$ cat src/rtl/tick_timer_pkg.sv
package tick_timer_pkg;

  typedef enum logic [1:0] {
    MODE_HALT   = 2'd0,
    MODE_RAMP   = 2'd1,
    MODE_FREE   = 2'd2,
    MODE_BOUNCE = 2'd3
  } modeT;

  // strobes from control to datapath, one move per cycle at most
  typedef struct packed {
    logic inc;      // count + 1
    logic dec;      // count - 1
    logic zero;     // count <= 0
    logic step;     // move caused by a tick (compare may fire)
    logic wrapSet;  // set the wrap flag
  } stepT;

endpackage

$ cat src/rtl/tick_timer_ctrl.sv
module tick_timer_ctrl
  import tick_timer_pkg::*;
#(
  parameter int CNT_W  = 16,
  parameter int NUM_CH = 3,
  parameter int ADDR_W = 3
) (
  input  logic                          clk,
  input  logic                          rst_n,
  input  logic                          auxTick,
  input  logic                          subTick,
  input  logic                          wrEn,
  input  logic [ADDR_W-1:0]             wrAddr,
  input  logic [CNT_W-1:0]              wrData,
  input  logic [CNT_W-1:0]              count,
  output logic [NUM_CH-1:0][CNT_W-1:0]  cmpVals,
  output logic [NUM_CH:0]               flagClr,
  output stepT                          stp
);

  localparam logic [ADDR_W-1:0] CTRL_ADDR = ADDR_W'(0);
  localparam logic [ADDR_W-1:0] CLR_ADDR  = ADDR_W'(NUM_CH + 1);
  localparam int SEL_BIT = 2;
  localparam int ZERO_BIT = 3;
  localparam logic [CNT_W-1:0] ALL_ONES = '1;
  localparam logic [CNT_W-1:0] ONE = CNT_W'(1);

  modeT                         modeQ;
  logic                         selQ;
  logic                         dirUpQ;
  logic                         dirNext;
  logic [NUM_CH-1:0][CNT_W-1:0] cmpQ;
  logic                         ctrlWr;
  logic                         clearReq;
  logic                         tick;

  assign ctrlWr   = wrEn && (wrAddr == CTRL_ADDR);
  assign clearReq = ctrlWr && wrData[ZERO_BIT];
  assign tick     = selQ ? subTick : auxTick;
  assign flagClr  = (wrEn && (wrAddr == CLR_ADDR)) ? wrData[NUM_CH:0] : '0;
  assign cmpVals  = cmpQ;

  always_ff @(posedge clk) begin
    if (!rst_n) begin
      modeQ  <= MODE_HALT;
      selQ   <= 1'b0;
      dirUpQ <= 1'b1;
    end else begin
      if (ctrlWr) begin
        modeQ <= modeT'(wrData[1:0]);
        selQ  <= wrData[SEL_BIT];
      end
      dirUpQ <= dirNext;
    end
  end

  for (genvar ch = 0; ch < NUM_CH; ch++) begin : g_cmpReg
    always_ff @(posedge clk) begin
      if (!rst_n) begin
        cmpQ[ch] <= '0;
      end else if (wrEn && (wrAddr == ADDR_W'(ch + 1))) begin
        cmpQ[ch] <= wrData;
      end
    end
  end

  always_comb begin
    stp     = '0;
    dirNext = (modeQ == MODE_BOUNCE) ? dirUpQ : 1'b1;
    if (clearReq) begin
      stp.zero = 1'b1;
      dirNext  = 1'b1;
    end else if (tick) begin
      case (modeQ)
        MODE_RAMP: begin
          stp.step = 1'b1;
          if (count >= cmpQ[0]) begin
            stp.zero    = 1'b1;
            stp.wrapSet = 1'b1;
          end else begin
            stp.inc = 1'b1;
          end
        end
        MODE_FREE: begin
          stp.step    = 1'b1;
          stp.inc     = 1'b1;
          stp.wrapSet = (count == ALL_ONES);
        end
        MODE_BOUNCE: begin
          if (cmpQ[0] != '0) begin
            stp.step = 1'b1;
            if (dirUpQ && (count < cmpQ[0])) begin
              stp.inc = 1'b1;
            end else begin
              stp.dec = 1'b1;
              if (count == ONE) begin
                stp.wrapSet = 1'b1;
                dirNext     = 1'b1;
              end else begin
                dirNext = 1'b0;
              end
            end
          end
        end
        default: ;
      endcase
    end
  end

  // halt mode leaves the count alone
  assert_halt_holds_R4: assert property (@(posedge clk) disable iff (!rst_n)
    (modeQ == MODE_HALT && !clearReq) |=> $stable(count));

  // with neither tick high nothing moves
  assert_no_tick_still_R3: assert property (@(posedge clk) disable iff (!rst_n)
    (!clearReq && !auxTick && !subTick) |=> $stable(count));

  // at most one kind of move per cycle
  assert_one_move_R7: assert property (@(posedge clk) disable iff (!rst_n)
    $onehot0({stp.inc, stp.dec, stp.zero}));

  // falling phase never rests on zero
  assert_bounce_floor_R7: assert property (@(posedge clk) disable iff (!rst_n)
    (modeQ == MODE_BOUNCE && !dirUpQ) |-> (count != '0));

  // zeroing strobe empties the count
  assert_clear_zero_R10: assert property (@(posedge clk) disable iff (!rst_n)
    clearReq |=> (count == '0));

endmodule

$ cat src/rtl/tick_timer_chan.sv
module tick_timer_chan #(
  parameter int CNT_W = 16
) (
  input  logic             clk,
  input  logic             rst_n,
  input  logic             step,
  input  logic [CNT_W-1:0] nextCount,
  input  logic [CNT_W-1:0] cmpVal,
  input  logic             clrReq,
  output logic             flag
);

  logic hit;

  assign hit = step && (nextCount == cmpVal);

  always_ff @(posedge clk) begin
    if (!rst_n) begin
      flag <= 1'b0;
    end else if (hit) begin
      flag <= 1'b1;
    end else if (clrReq) begin
      flag <= 1'b0;
    end
  end

  // a flag only rises after a tick-driven move
  assert_rise_on_step_R8: assert property (@(posedge clk) disable iff (!rst_n)
    $rose(flag) |-> $past(step));

  // a set flag survives any cycle without a clear request
  assert_sticky_R9: assert property (@(posedge clk) disable iff (!rst_n)
    (flag && !clrReq) |=> flag);

endmodule

$ cat src/rtl/tick_timer_dp.sv
module tick_timer_dp
  import tick_timer_pkg::*;
#(
  parameter int CNT_W  = 16,
  parameter int NUM_CH = 3
) (
  input  logic                          clk,
  input  logic                          rst_n,
  input  stepT                          stp,
  input  logic [NUM_CH-1:0][CNT_W-1:0]  cmpVals,
  input  logic [NUM_CH:0]               flagClr,
  output logic [CNT_W-1:0]              count,
  output logic [NUM_CH-1:0]             cmpFlag,
  output logic                          wrapFlag
);

  localparam logic [CNT_W-1:0] ONE = CNT_W'(1);

  logic [CNT_W-1:0] nextCount;

  always_comb begin
    nextCount = count;
    if (stp.zero) begin
      nextCount = '0;
    end else if (stp.inc) begin
      nextCount = count + ONE;
    end else if (stp.dec) begin
      nextCount = count - ONE;
    end
  end

  always_ff @(posedge clk) begin
    if (!rst_n) begin
      count    <= '0;
      wrapFlag <= 1'b0;
    end else begin
      count <= nextCount;
      if (stp.wrapSet) begin
        wrapFlag <= 1'b1;
      end else if (flagClr[NUM_CH]) begin
        wrapFlag <= 1'b0;
      end
    end
  end

  for (genvar i = 0; i < NUM_CH; i++) begin : g_chan
    tick_timer_chan #(.CNT_W(CNT_W)) u_chan (
      .clk       (clk),
      .rst_n     (rst_n),
      .step      (stp.step),
      .nextCount (nextCount),
      .cmpVal    (cmpVals[i]),
      .clrReq    (flagClr[i]),
      .flag      (cmpFlag[i])
    );
  end

  // an increment advances by exactly one, wrapping at the top
  assert_inc_by_one_R6: assert property (@(posedge clk) disable iff (!rst_n)
    stp.inc |=> (count == CNT_W'($past(count) + ONE)));

  // a wrap event lands on zero with the flag raised
  assert_wrap_lands_zero_R5: assert property (@(posedge clk) disable iff (!rst_n)
    stp.wrapSet |=> (count == '0 && wrapFlag));

endmodule

$ cat src/rtl/tick_timer.sv
module tick_timer
  import tick_timer_pkg::*;
#(
  parameter int CNT_W  = 16,
  parameter int NUM_CH = 3,
  parameter int ADDR_W = 3
) (
  input  logic              clk,
  input  logic              rst_n,
  input  logic              auxTick,
  input  logic              subTick,
  input  logic              wrEn,
  input  logic [ADDR_W-1:0] wrAddr,
  input  logic [CNT_W-1:0]  wrData,
  output logic [CNT_W-1:0]  count,
  output logic [NUM_CH-1:0] cmpFlag,
  output logic              wrapFlag
);

  stepT                         stp;
  logic [NUM_CH-1:0][CNT_W-1:0] cmpVals;
  logic [NUM_CH:0]              flagClr;

  tick_timer_ctrl #(.CNT_W(CNT_W), .NUM_CH(NUM_CH), .ADDR_W(ADDR_W)) u_ctrl (
    .clk     (clk),
    .rst_n   (rst_n),
    .auxTick (auxTick),
    .subTick (subTick),
    .wrEn    (wrEn),
    .wrAddr  (wrAddr),
    .wrData  (wrData),
    .count   (count),
    .cmpVals (cmpVals),
    .flagClr (flagClr),
    .stp     (stp)
  );

  tick_timer_dp #(.CNT_W(CNT_W), .NUM_CH(NUM_CH)) u_dp (
    .clk      (clk),
    .rst_n    (rst_n),
    .stp      (stp),
    .cmpVals  (cmpVals),
    .flagClr  (flagClr),
    .count    (count),
    .cmpFlag  (cmpFlag),
    .wrapFlag (wrapFlag)
  );

endmodule

$ cat config.mk
export PLATFORM = sky130hd
export DESIGN_NAME = tick_timer
export DESIGN_NICKNAME = d
export VERILOG_FILES = /design/src/rtl/tick_timer_pkg.sv /design/src/rtl/tick_timer_ctrl.sv /design/src/rtl/tick_timer_chan.sv /design/src/rtl/tick_timer_dp.sv /design/src/rtl/tick_timer.sv
export SDC_FILE = /design/constraint.sdc
export NUM_CORES = 1
export LEC_CHECK = 0
export ABC_AREA = 1
export BUFFER_PORTS_ARGS = -buffer_cell sky130_fd_sc_hd__clkbuf_2
export CAP_MARGIN = 20
export CORE_UTILIZATION = 45
export DETAILED_ROUTE_END_ITERATION = 10
export PLACE_DENSITY = 0.68
export SYNTH_ARGS = -nofsm -noshare
export SYNTH_HDL_FRONTEND = slang
export SYNTH_SLANG_ARGS = --single-unit
$ cat constraint.sdc
create_clock -name clk -period 7.06 [get_ports clk]
set_input_delay 0.706 -clock clk [delete_from_list [all_inputs] [get_ports clk]]
set_output_delay 0.706 -clock clk [all_outputs]
set_load 0.01 [all_outputs]
* Yosys cells after proc, flatten, opt, wreduce, memory -nomap -nowiden
Cells that the tools add are included.
** Word-level totals
- Register bits after elaboration :: 72
- Bits in latches :: 0
- Memory bits (writable) :: 0
- Memory bits (read-only) :: 0
- Output and inout port bits :: 20
- Word-level logic and storage cells :: 79
- Memories :: 0
** Cells by class
- $add $sub $neg :: 2
- $mul :: 0
- Div/mod/pow operators :: 0
- $lt $le $gt $ge :: 2
- Equality and inequality tests :: 12
- Shift operators :: 0
- Mux-type cells :: 34
- Bitwise gates (word level) :: 1
- Reduce and logical (&&, ||, !) cells :: 17
** Operators with widths (count)
- 16-bit equality test :: 3
- 16-bit 2-to-1 mux :: 3
- 1-bit 2-to-1 mux :: 23
- 16-bit by 1-bit adder with 16-bit output, second input constant :: 1
- 16-bit by 1-bit equality test with 1-bit output, second input constant :: 1
- 16-bit equality test, second input constant :: 1
- 16-bit >= comparator :: 1
- 16-bit < comparator :: 1
- 16-bit nonzero test :: 1
- 16-bit by 1-bit subtractor with 16-bit output, second input constant :: 1
- 1-bit logical AND :: 10
- 2-bit 2-to-1 mux :: 4
- 2-bit nonzero test :: 4
- 3-bit by 2-bit equality test with 1-bit output, second input constant :: 2
- 2-bit one-hot mux with 3 select lines :: 1
- 5-bit 2-to-1 mux :: 1
- 2-bit equality test, second input constant :: 2
- 4-bit 2-to-1 mux :: 1
- 3-bit by 1-bit equality test with 1-bit output, second input constant :: 1
- 3-bit equality test, second input constant :: 1
- 3-bit zero test :: 1
- 1-bit one-hot mux with 3 select lines :: 1
- 2-bit by 1-bit equality test with 1-bit output, second input constant :: 1
- 2-bit OR reduction :: 1
- 1-bit inverter :: 1

* Logic depth before layout (Yosys ltp)
Gate-level depths: netlist of run 1.
- Word-level depth :: 13
- Gate-level depth with buffers :: 24
- Gate-level depth less buffers :: 24

* Modules after synthesis
Synthesis of run 1 repeated with hierarchy kept, for this count alone.
** Unflattened totals
- Cell total of the unflattened synthesis :: 805
- Area total of the unflattened synthesis :: 4959.8 µm²
** Modules (own cells, without submodules)
- tick_timer_ctrl :: instances 1, cells an instance 360, area an instance 2630.0 µm²
- tick_timer_dp :: instances 1, cells an instance 205, area an instance 1282.5 µm²
- tick_timer_chan :: instances 3, cells an instance 80, area an instance 349.1 µm²

* Worst setup path after synthesis of run 1
OpenSTA, ideal clock, no wires.
- Path type :: reg2reg
- Start :: reg u_dp.count[11]
- End :: reg u_dp.g_chan[2].u_chan.flag
- Data arrival time :: 2.341 ns
- Setup slack :: 4.651 ns
- Cell stages (with the launch flop) :: 18
- Cells stage by stage :: dfxtp_1 > ha_1 > a21oi_1 > nand2_1 > a21oi_4 > nand3_4 > nand2_4 > nand3_4 > buf_12 > nand2_4 > nand3_2 > nand2_1 > nand2_1 > nor2_1 > nand3_1 > nor2_1 > nand2_1 > a21oi_2
** Between the ends
- Word-level cells in the longest chain between the ends :: 13
- Elaborated cells on any way between the ends :: 23
- Classes of those cells :: 2 x add/sub; 2 x order compare; 1 x eq/ne; 15 x mux; 3 x reduce/logical
** RTL lines
- start, declared :: RTL line tick_timer_dp.sv:12 : output logic [CNT_W-1:0] count,
- start signal, assigned :: RTL line tick_timer_dp.sv:37 : count <= nextCount;
- 16-bit < comparator :: RTL line tick_timer_ctrl.sv:92 : if (dirUpQ && (count < cmpQ[0])) begin
- 1-bit logical AND :: RTL line tick_timer_ctrl.sv:92
- 1-bit 2-to-1 mux :: RTL line tick_timer_ctrl.sv:92
- 2-bit 2-to-1 mux :: RTL line tick_timer_ctrl.sv:90 : if (cmpQ[0] != '0) begin
- 1-bit 2-to-1 mux :: RTL line tick_timer_ctrl.sv:74 : case (modeQ)
- 5-bit 2-to-1 mux :: RTL line tick_timer_ctrl.sv:73 : end else if (tick) begin
- 2-bit 2-to-1 mux :: RTL line tick_timer_ctrl.sv:70 : if (clearReq) begin
- 16-bit 2-to-1 mux :: RTL line tick_timer_dp.sv:27 : end else if (stp.dec) begin
- 16-bit 2-to-1 mux :: RTL line tick_timer_dp.sv:25 : end else if (stp.inc) begin
- 16-bit 2-to-1 mux * :: RTL line tick_timer_dp.sv:23 : if (stp.zero) begin
- 16-bit equality test * :: RTL line tick_timer_chan.sv:15 : assign hit = step && (nextCount == cmpVal);
- 1-bit logical AND * :: RTL line tick_timer_chan.sv:15
- 1-bit 2-to-1 mux / 2-bit nonzero test (equally long branches)
- end signal, assigned :: RTL line tick_timer_chan.sv:19 : flag <= 1'b0;
- end signal, assigned :: RTL line tick_timer_chan.sv:21 : flag <= 1'b1;
- end signal, assigned :: RTL line tick_timer_chan.sv:23 : flag <= 1'b0;
- end, declared :: RTL line tick_timer_chan.sv:10 : output logic flag
Every way passes the cells marked *; elsewhere a longest branch is shown, timed or not.
A chain may end at the register's enable or synchronous reset.

* Worst setup path after layout of run 1
- Start :: reg u_dp.count[13]
- End :: reg u_dp.g_chan[2].u_chan.flag
The elaborated chain is that of the path after synthesis.

==> results.sh, run 1 <==
export IMPL_outcome="finished, final reports clean"
export IMPL_synthTopCellsByArea="dfxtp_1 28%, nand2_1 13%, nand4_1 7.2%"
export IMPL_dr_pass1_iters=5
export IMPL_std_cell_rows=38
export IMPL_seq_area_frac_synth_pct=28.2
export IMPL_synth_net_count=809
export IMPL_ant_nets=0
export IMPL_ys_async_sr_fraction_pct=0
export IMPL_worstReg2RegStart="u_dp.count[13]$_SDFF_PN0_"
export IMPL_total_power_mw=1.25
export IMPL_switching_share_pct=32.7
export IMPL_io_buffer_count=43
export IMPL_yosysMostFrequentCell="nand2_1"
export IMPL_wl_mm=15.2
export IMPL_nets=835
export IMPL_cp_start_kind="flop"
export IMPL_finish_instance_area_mm2=0.00566
export IMPL_fmax_mhz=285
export IMPL_grt_pass1_wl_mm=24.9
export IMPL_num_io_pins=44
export IMPL_p_seq_share_pct=35.3
export IMPL_dp_hpwl_mm=11.9
export IMPL_peakVddDrop_v=0.000173
export IMPL_drc=0
export IMPL_antennaDiodeCount=0
export IMPL_yosys_warnings=0
export IMPL_syn_area_mm2=0.00510
export IMPL_drv_cap=0
export IMPL_cts_tree="built"
export IMPL_whs_ns=0.464
export IMPL_ys_ff_latch=72
export IMPL_cts_sinks=72
export IMPL_grt_pass1_vias=4902
export IMPL_fin_util_pct=51.8
export IMPL_setup_slack_ns=3.55
export IMPL_reg2reg_depth=16
export IMPL_drv_slew=0
export IMPL_synth_cell_types=36
export IMPL_layout_cells_non_filler=937
export IMPL_synth_edf_count=0
export IMPL_slew_limit_headroom_pct=35.8
export IMPL_die_y_um=108
export IMPL_synth_common_cells="175 x nand2_1, 91 x inv_1, 72 x dfxtp_1"
export IMPL_n_fill_cell=1106
export IMPL_ys_flop_type="dfxtp_1"
export IMPL_cp_max_fo=54
export IMPL_antenna_found_initial=0
export IMPL_post_cts_setup_buffer_count=0
export IMPL_cts_hold_repair_buffers=0
export IMPL_vias=5272
export IMPL_drt_initial_drc_count=541
export IMPL_setup_viol=0
export IMPL_drive_gt1_share_pct=13.2
export IMPL_worstPathArrival_ns=3.76
export IMPL_p_per_area_mw_per_mm2=221
export IMPL_hold_violations=0
export IMPL_p_leak_nw=2.61
export IMPL_grt_max_degree=55
export IMPL_syn_avg_cell_area_um2=6.66
export IMPL_skew_ns=0.00874
export IMPL_fin_crit_ns=3.51
export IMPL_setup_worst_path_end="u_dp.g_chan[2].u_chan.flag$_SDFFE_PN0P_"
export IMPL_switchingPower_mw=0.409
export IMPL_placed_cells=921
export IMPL_synth_top_cell_area_share_pct=28.2
export IMPL_gp_congestion=0.952
export IMPL_core_area_mm2=0.0109
export IMPL_crit_start="u_dp.count[13]$_SDFF_PN0_"
export IMPL_end_kind="flop"
export IMPL_setup_tns_ns=0
export IMPL_p_comb_share_pct=25.4
export IMPL_root_buffer="clkbuf_16"
export IMPL_htreeDepth=3
export IMPL_clkTransAtPathRegs_ns=0.06
export IMPL_start_util_pct=46.7
export IMPL_post_place_ws_ns=3.61
export IMPL_clock_latency_ns=0.34
export IMPL_post_cts_resized=0
export IMPL_dpl_cell_area_mm2=0.00534
export IMPL_syn_inst=766
export IMPL_r2r_slack_ns=3.55
export IMPL_clkPwrFrac_pct=39.4
export IMPL_hold_class="reg -> reg"
export IMPL_dieWidth_um=108
export IMPL_required_ns=7.32
export IMPL_internal_power_mw=0.843
export IMPL_area_delta_synth_final_pct=11.0
export IMPL_wire_per_inst_um=16.2
export IMPL_crit_type="reg -> reg"
export IMPL_viasPerCell=5.63
export IMPL_period_share_pct=49.7
export IMPL_numCtsBuffers=9
export IMPL_die_area_mm2=0.0118
export IMPL_synth_top_area_cell="dfxtp_1"
export IMPL_r2r_end="u_dp.g_chan[2].u_chan.flag$_SDFFE_PN0P_"
export IMPL_track_usage_pct=27.4
export IMPL_overflow=0
export IMPL_cts_buffer_depth=2
export IMPL_worst_pin_slew_ns=0.962
export IMPL_rsz0062_at_grt="false"
[worst max-delay path, cell delays in order, from the launching register on]
cell and delay, ns:
dfxtp_1 0.49, ha_1 0.31, a21oi_1 0.15, o21ai_1 0.14, a21oi_4 0.22, nand3_2 0.14
nand3_1 0.09, nand2_1 0.06, inv_2 0.68, nand3_1 0.29, nand2_1 0.12, nand2_1 0.06
nor2_1 0.11, nand3_1 0.11, nor2_1 0.21, nand2_1 0.11, a21oi_2 0.11
[routing by layer]
layer,track usage [%],part of all wire [%]
met1,37.2,45
met2,42.9,44
met3,4.94,7.1
met4,10.6,3.2
met5,0,0
[sequential cells by signal, summed over array words and instances, names as in the netlist]
register                 flops
u_ctrl.cmpVals              48
u_dp.g_chan.u_chan.flag      3
u_dp.wrapFlag                1
u_dp.count                  16
u_ctrl.dirUpQ                1
u_ctrl.selQ                  1
u_ctrl.modeQ                 2
[final cells by class]
type                            count  area [um2]  area share (%)
Inverter                           95         359            6.34
Clock inverter                      5        80.1            1.41
Sequential cell                    72        1440            25.4
Tap cell                          140         175            3.09
Clock buffer                       11         243            4.29
Multi-Input combinational cell    569        3140            55.4
Timing Repair Buffer               45         230            4.06
[logic make-up after synthesis]
family / share of synthesized area [%]
xor+xnor: 6.35
buf+inv: 10.3
simple gates: 37.3
compound gates: 13.1
flops: 28.2
fa+ha+maj: 4.66
[power by group through the flow]
stage          clock network, mW  logic, mW  registers, mW
2_1_floorplan                  0      0.236          0.444
3_3_place_gp                   0      0.305          0.449
3_5_place_dp                   0      0.312          0.450
4_1_cts                    0.497      0.313          0.441
5_1_grt                    0.516      0.352          0.443
6_report                   0.493      0.317          0.441
[worst min path at each step]
stage	cells after the start	start	endpoint	slack (ns)
after global routing	2	u_ctrl.cmpVals[41]$_SDFFE_PN0P_	u_ctrl.cmpVals[41]$_SDFFE_PN0P_	0.49
after global placement	2	u_ctrl.cmpVals[41]$_SDFFE_PN0P_	u_ctrl.cmpVals[41]$_SDFFE_PN0P_	0.45
after CTS	2	u_ctrl.cmpVals[41]$_SDFFE_PN0P_	u_ctrl.cmpVals[41]$_SDFFE_PN0P_	0.47
final	2	u_ctrl.cmpVals[41]$_SDFFE_PN0P_	u_ctrl.cmpVals[41]$_SDFFE_PN0P_	0.46
after detailed placement	2	u_ctrl.cmpVals[41]$_SDFFE_PN0P_	u_ctrl.cmpVals[41]$_SDFFE_PN0P_	0.46
after floorplan	2	u_ctrl.cmpVals[37]$_SDFFE_PN0P_	u_ctrl.cmpVals[37]$_SDFFE_PN0P_	0.44
[layout by cell type, fill, tap and decap left out, drive strengths merged]
cell      count
o21ai        61
xor2         36
clkinvlp      2
o221ai        1
dfxtp        72
buf           2
clkinv        1
nand2       194
o2111ai       1
clkbuf       54
ha           19
nand4        59
nor2         69
nor3         13
a21oi        62
bufinv        2
xnor2         1
a21o          1
nor4          2
inv          95
nand3        50
Power figures use the tool's default switching activity.
==> run 2, diff against run 1 <==
--- a/config.mk
+++ b/config.mk
@@ -5,12 +5,12 @@
 export SDC_FILE = /design/constraint.sdc
 export NUM_CORES = 1
 export LEC_CHECK = 0
-export ABC_AREA = 1
+export ABC_AREA = 0
 export BUFFER_PORTS_ARGS = -buffer_cell sky130_fd_sc_hd__clkbuf_2
 export CAP_MARGIN = 20
 export CORE_UTILIZATION = 45
 export DETAILED_ROUTE_END_ITERATION = 10
-export PLACE_DENSITY = 0.68
+export PLACE_DENSITY = 0.7
 export SYNTH_ARGS = -nofsm -noshare
 export SYNTH_HDL_FRONTEND = slang
 export SYNTH_SLANG_ARGS = --single-unit
==> constraint.sdc (replaced) <==
create_clock -name clk -period 3.2 [get_ports clk]
set_input_delay 0.32 -clock clk [delete_from_list [all_inputs] [get_ports clk]]
set_output_delay 0.32 -clock clk [all_outputs]
set_load 0.01 [all_outputs]
==> results.sh, run 2 <==
export IMPL_holdPathStages=3
export IMPL_crit_family="simple AND/OR/NAND/NOR gates"
export IMPL_gp_congestion=1.12
export IMPL_dieWidth_um=115
export IMPL_ys_async_sr_fraction_pct=0
export IMPL_violations="negative setup slack"
export IMPL_ant_nets=0
export IMPL_synth_simple_area_share_pct=32.4
export IMPL_clock_latency_ns=0.35
export IMPL_slowest_delay_ns=0.50
export IMPL_period_share_pct=118
export IMPL_synth_compound_area_share_pct=25.8
export IMPL_cp_start_kind="flop"
export IMPL_hp_start="wrData[6]"
export IMPL_drv_slew=0
export IMPL_largest_reg_flops=48
export IMPL_std_cell_rows=40
export IMPL_worst_pin_slew_ns=0.705
export IMPL_fmax_mhz=264
export IMPL_nets=1066
export IMPL_hold_class="in -> reg"
export IMPL_crit_type="reg -> reg"
export IMPL_layout_commonest_cell="buf_4"
export IMPL_core_area_mm2=0.0122
export IMPL_worstReg2RegStart="u_ctrl.cmpVals[15]$_SDFFE_PN0P_"
export IMPL_cts_buffer_depth=2
export IMPL_worstHoldEndpoint="u_ctrl.cmpVals[6]$_SDFFE_PN0P_"
export IMPL_ys_ff_latch=72
export IMPL_slew_limit_headroom_pct=52.8
export IMPL_seq_area_frac_synth_pct=25.2
export IMPL_track_usage_pct=47.5
export IMPL_area_delta_synth_final_pct=48.6
export IMPL_worstPathArrival_ns=4.04
export IMPL_cts_tree="built"
export IMPL_total_power_mw=2.28
export IMPL_drt_initial_drc_count=925
export IMPL_cp_max_fo=6
export IMPL_ys_flop_type="dfxtp_1"
export IMPL_dp_hpwl_mm=22.9
export IMPL_wl_mm=30.8
export IMPL_synth_mux_area_share_pct=2.19
export IMPL_root_buffer="clkbuf_16"
export IMPL_p_per_area_mw_per_mm2=267
export IMPL_setup_viol=3
export IMPL_drv_cap=0
export IMPL_grt_pass1_vias=7623
export IMPL_drive_gt1_share_pct=38.5
export IMPL_numCtsBuffers=9
export IMPL_synthTopCellsByArea="dfxtp_1 25%, nand2_1 10%, a21boi_0 6.6%"
export IMPL_grt_pass1_wl_mm=45.3
export IMPL_synth_top_family_by_area="simple AND/OR/NAND/NOR gates"
export IMPL_setup_slack_ns=-0.587
export IMPL_synth_top_area_cell="dfxtp_1"
export IMPL_clkTransAtPathRegs_ns=0.06
export IMPL_peakVddDrop_v=0.000255
export IMPL_wire_per_inst_um=25.7
export IMPL_dr_pass1_iters=6
export IMPL_die_y_um=115
export IMPL_htreeDepth=3
export IMPL_num_io_pins=44
export IMPL_io_buffer_count=43
export IMPL_rsz0062_at_grt="true"
export IMPL_skew_ns=0.00873
export IMPL_antenna_found_initial=0
export IMPL_slowest_stage="or4_4"
export IMPL_cts_sinks=72
export IMPL_post_place_ws_ns=-0.680
export IMPL_syn_area_mm2=0.00573
export IMPL_synthXorXnorAreaFrac_pct=3.67
export IMPL_vias=7746
export IMPL_hold_violations=0
export IMPL_critPathBufInv=5
export IMPL_yosysMostFrequentCell="nand2_1"
export IMPL_reg2reg_depth=16
export IMPL_syn_inst=790
export IMPL_grt_max_degree=59
export IMPL_synth_top_cell_area_share_pct=25.2
export IMPL_syn_avg_cell_area_um2=7.25
export IMPL_synth_common_cells="152 x nand2_1, 72 x dfxtp_1, 56 x nor2_1"
export IMPL_die_area_mm2=0.0132
export IMPL_start_util_pct=46.9
export IMPL_overflow=0
export IMPL_r2r_slack_ns=-0.59
export IMPL_r2r_end="u_dp.g_chan[2].u_chan.flag$_SDFFE_PN0P_"
export IMPL_end_kind="flop"
export IMPL_drc=0
export IMPL_cts_hold_repair_buffers=0
export IMPL_synthAdderAreaFrac_pct=4.15
export IMPL_synth_net_count=833
export IMPL_required_ns=3.46
export IMPL_mostFrequentLayoutCells="205 x buf_4, 148 x nand2_1, 55 x dfxtp_1"
export IMPL_viasPerCell=6.47
export IMPL_synth_edf_count=0
export IMPL_path_depth=16
export IMPL_outcome="finished with violations"
export IMPL_synth_cell_types=82
export IMPL_crit_path_cell_trace="inv_4 > ha_4 > nand4_1 > buf_4 > nor2_2 > a2bb2oi_4 > a31oi_4 > buf_6 > buf_6 > buf_4 > a211o_1 > or4_4 > a2111oi_4 > nand4_1 > or4_4 > o31ai_2"
export IMPL_yosys_warnings=0
export IMPL_p_leak_nw=3.40
export IMPL_fin_crit_ns=3.79
export IMPL_fin_util_pct=69.7
[run 2: final cells by class]
cell class | count | area, um2
multi-input combinational | 640 | 4470
fill | 1027 | 3700
timing repair buffer | 267 | 1980
sequential | 72 | 1460
clock buffer | 10 | 229
tap | 168 | 210
inverter | 33 | 126
clock inverter | 6 | 36.3
antenna | 1 | 2.50
[run 2: logic make-up after synthesis]
group / after synthesis
and+or+nand+nor: 380
AOI/OAI and AO/OA: 205
buffers and inverters: 78
DFF: 72
xor gates and xnor gates: 24
adders and majority gates: 19
muxes: 12
[run 2: how the worst max path moves through the flow]
stage	startpoint	endpoint	slack, ns
2_1_floorplan	u_ctrl.cmpVals[4]$_SDFFE_PN0P_	u_dp.g_chan[1].u_chan.flag$_SDFFE_PN0P_	-0.19
3_3_place_gp	u_ctrl.cmpVals[3]$_SDFFE_PN0P_	u_dp.g_chan[1].u_chan.flag$_SDFFE_PN0P_	-0.72
3_5_place_dp	u_ctrl.cmpVals[3]$_SDFFE_PN0P_	u_dp.g_chan[0].u_chan.flag$_SDFFE_PN0P_	-0.68
4_1_cts	u_ctrl.cmpVals[1]$_SDFFE_PN0P_	u_dp.g_chan[1].u_chan.flag$_SDFFE_PN0P_	-0.50
5_1_grt	u_ctrl.cmpVals[14]$_SDFFE_PN0P_	u_dp.g_chan[2].u_chan.flag$_SDFFE_PN0P_	-0.70
6_report	u_ctrl.cmpVals[15]$_SDFFE_PN0P_	u_dp.g_chan[2].u_chan.flag$_SDFFE_PN0P_	-0.59
[run 2: metrics by stage]
| stage | cell area (um2) | setup TNS [ns] | cells | hold WS, ns |
|---|---|---|---|---|
| final | 8510 | -1.65 | 1197 | 0.240 |
| after global routing | 8510 | -2.68 | 1196 | 0.262 |
| after CTS | 8210 | -1.44 | 1185 | 0.238 |
| after floorplan | 5970 | -0.525 | 790 | 0.445 |
| after detailed placement | 7530 | -2.02 | 1145 | 0.491 |
| after global placement | 7530 | -2.05 | 1145 | 0.468 |
[run 2: routing by layer]
| layer | GRT usage (%) | wire (um) | up-vias |
|---|---|---|---|
| li1 | - | - | 3352 |
| met1 | 58.3 | 11700 | 3578 |
| met2 | 72.3 | 13000 | 626 |
| met3 | 14.7 | 3910 | 190 |
| met4 | 30.6 | 2210 | 0 |
| met5 | 0 | 0 | - |
[run 2: tightest hold or removal path, delay by kind of cell]
family | cells | cell delay, ns
buffers and inverters | 1 | 0.10
AOI/OAI and AO/OA | 1 | 0.07
and+or+nand+nor | 1 | 0.06
[run 2: repair_timing]
action / CTS / global route
setup buffers: 24 / 11
pin swaps: 40 / 28
endpoints found under the setup margin: 4 / 7
resized for setup: 47 / 40
[run 2: report_power, final]
part	total (mW)	switching, mW	internal, mW
logic	0.403	0.229	0.174
registers	0.929	0.0172	0.912
clock network	0.944	0.423	0.521
total	2.28	0.669	1.61
==> run 3, diff against run 2 <==
--- a/config.mk
+++ b/config.mk
@@ -10,7 +10,8 @@
 export CAP_MARGIN = 20
 export CORE_UTILIZATION = 45
 export DETAILED_ROUTE_END_ITERATION = 10
-export PLACE_DENSITY = 0.7
+export PLACE_DENSITY = 0.63
 export SYNTH_ARGS = -nofsm -noshare
 export SYNTH_HDL_FRONTEND = slang
 export SYNTH_SLANG_ARGS = --single-unit
+export TNS_END_PERCENT = 30
==> results.sh, run 3 (synthesis results as in run 2) <==
export IMPL_core_area_mm2=0.0122
export IMPL_io_buffer_count=43
export IMPL_slew_limit_headroom_pct=25.3
export IMPL_period_share_pct=119
export IMPL_grt_pass1_wl_mm=42.7
export IMPL_violations="negative setup slack"
export IMPL_mostFrequentLayoutCells="200 x buf_4, 150 x nand2_1, 56 x dfxtp_1"
export IMPL_p_seq_share_pct=39.7
export IMPL_fmax_mhz=262
export IMPL_placed_cells=1152
export IMPL_drt_initial_drc_count=956
export IMPL_dr_pass1_iters=7
export IMPL_met3_length_mm=3.20
export IMPL_dp_hpwl_mm=22.5
export IMPL_track_usage_pct=43.9
export IMPL_drv_cap=0
export IMPL_rsz0062_at_grt="true"
export IMPL_switchingPower_mw=0.617
export IMPL_cts_sinks=72
export IMPL_met2_length_mm=12.4
export IMPL_layout_commonest_cell="buf_4"
export IMPL_skew_ns=0.00531
export IMPL_crit_type="reg -> reg"
export IMPL_worstReg2RegStart="u_ctrl.cmpVals[6]$_SDFFE_PN0P_"
export IMPL_numCtsBuffers=9
export IMPL_p_per_area_mw_per_mm2=278
export IMPL_wire_per_inst_um=24.2
export IMPL_cts_tree="built"
export IMPL_hold_violations=0
export IMPL_cp_start_kind="flop"
export IMPL_grt_pass1_vias=7284
export IMPL_std_cell_rows=40
export IMPL_viasPerCell=6.42
export IMPL_internal_power_mw=1.72
export IMPL_clock_latency_ns=0.34
export IMPL_wl_mm=28.7
export IMPL_hold_class="in -> reg"
export IMPL_num_io_pins=44
export IMPL_p_leak_nw=3.37
export IMPL_outcome="finished with violations"
export IMPL_grt_max_degree=59
export IMPL_antennaDiodeCount=0
export IMPL_hp_start="wrData[15]"
export IMPL_switching_share_pct=26.3
export IMPL_cp_max_fo=6
export IMPL_top_layer_used="met4"
export IMPL_die_area_mm2=0.0132
export IMPL_ant_nets=0
export IMPL_clkTransAtPathRegs_ns=0.06
export IMPL_htreeDepth=3
export IMPL_clkPwrFrac_pct=42.2
export IMPL_root_buffer="clkbuf_16"
export IMPL_antenna_found_initial=0
export IMPL_overflow=0
export IMPL_fin_crit_ns=3.82
export IMPL_drv_slew=0
export IMPL_worstHoldEndpoint="u_ctrl.cmpVals[15]$_SDFFE_PN0P_"
export IMPL_holdPathStages=3
export IMPL_drive_gt1_share_pct=37.4
export IMPL_gp_congestion=1.12
export IMPL_met1Wirelength_mm=11.1
export IMPL_required_ns=3.45
export IMPL_p_comb_share_pct=18.1
export IMPL_die_y_um=115
export IMPL_start_util_pct=46.9
export IMPL_nets=1057
export IMPL_setup_slack_ns=-0.621
export IMPL_r2r_end="u_dp.g_chan[1].u_chan.flag$_SDFFE_PN0P_"
export IMPL_vias=7612
export IMPL_area_delta_synth_final_pct=46.8
export IMPL_worst_pin_slew_ns=1.12
export IMPL_cts_hold_repair_buffers=0
export IMPL_peakVddDrop_v=0.000401
export IMPL_layout_cells_non_filler=1186
export IMPL_worstPathArrival_ns=4.07
export IMPL_r2r_slack_ns=-0.62
export IMPL_largest_reg_flops=48
export IMPL_fin_util_pct=68.8
export IMPL_setup_viol=3
export IMPL_cts_buffer_depth=2
export IMPL_reg2reg_depth=15
export IMPL_drc=0
export IMPL_end_kind="flop"
export IMPL_dieWidth_um=115
## run 3: worst max-delay path: stages, from the launching register on
cell,delay [ns]
dfxtp_2,0.34
inv_2,0.05
ha_4,0.27
nand4_1,0.17
a2111o_1,0.50
buf_6,0.15
buf_4,0.13
a31o_4,0.26
buf_4,0.15
nor2_4,0.16
a22o_2,0.21
nor2_1,0.07
a221oi_1,0.35
nand4_1,0.20
or4_1,0.53
o31ai_2,0.20
## run 3: layout make-up
type                            instances  area, um2
Clock buffer                           12        246
Inverter                               33        124
Timing Repair Buffer                  258       1890
Fill cell                            1035       3800
Multi-Input combinational cell        640       4440
Tap cell                              168        210
Sequential cell                        72       1460
Clock inverter                          3       42.5
## run 3: power by group through the flow
| stage | clock [mW] | combinational [mW] | sequential, mW |
|---|---|---|---|
| floorplan | 0 | 0.173 | 0.945 |
| global placement | 0 | 0.347 | 0.946 |
| detailed placement | 0 | 0.354 | 0.946 |
| CTS | 0.986 | 0.391 | 0.927 |
| global route | 1.03 | 0.440 | 0.929 |
| finish | 0.988 | 0.424 | 0.929 |
## run 3: layer usage
metal	GRT usage [%]	up-vias
met2	67.8	524
met3	10.1	156
met1	55.7	3587
met4	27.3	0
met5	0	-
li1	-	3345
## run 3: what timing repair did
action	CTS	global route
resized for setup	30	48
buffers inserted	12	7
setup endpoints to repair	5	13
pin swaps	21	14
## run 3: worst max path at each step
stage	startpoint	endpoint	slack [ns]	depth (start not counted)
2_1_floorplan	u_ctrl.cmpVals[4]$_SDFFE_PN0P_	u_dp.g_chan[1].u_chan.flag$_SDFFE_PN0P_	-0.19	14
3_3_place_gp	u_ctrl.cmpVals[11]$_SDFFE_PN0P_	u_dp.g_chan[0].u_chan.flag$_SDFFE_PN0P_	-0.82	14
3_5_place_dp	u_ctrl.cmpVals[11]$_SDFFE_PN0P_	u_dp.g_chan[0].u_chan.flag$_SDFFE_PN0P_	-0.88	14
4_1_cts	u_ctrl.cmpVals[11]$_SDFFE_PN0P_	u_dp.g_chan[0].u_chan.flag$_SDFFE_PN0P_	-0.57	14
5_1_grt	u_ctrl.cmpVals[13]$_SDFFE_PN0P_	u_dp.g_chan[2].u_chan.flag$_SDFFE_PN0P_	-0.73	17
6_report	u_ctrl.cmpVals[6]$_SDFFE_PN0P_	u_dp.g_chan[1].u_chan.flag$_SDFFE_PN0P_	-0.62	15
## run 3: stage by stage
step	instance area (um2)	hold slack (ns)	setup TNS [ns]	worst slack (ns)	power [mW]
after floorplan	5960	0.445	-0.533	-0.189	1.12
after global placement	7570	0.476	-2.40	-0.816	1.29
after detailed placement	7570	0.501	-2.46	-0.884	1.30
after CTS	8110	0.247	-1.64	-0.567	2.30
after global routing	8410	0.262	-2.09	-0.732	2.40
final	8410	0.249	-1.79	-0.621	2.34
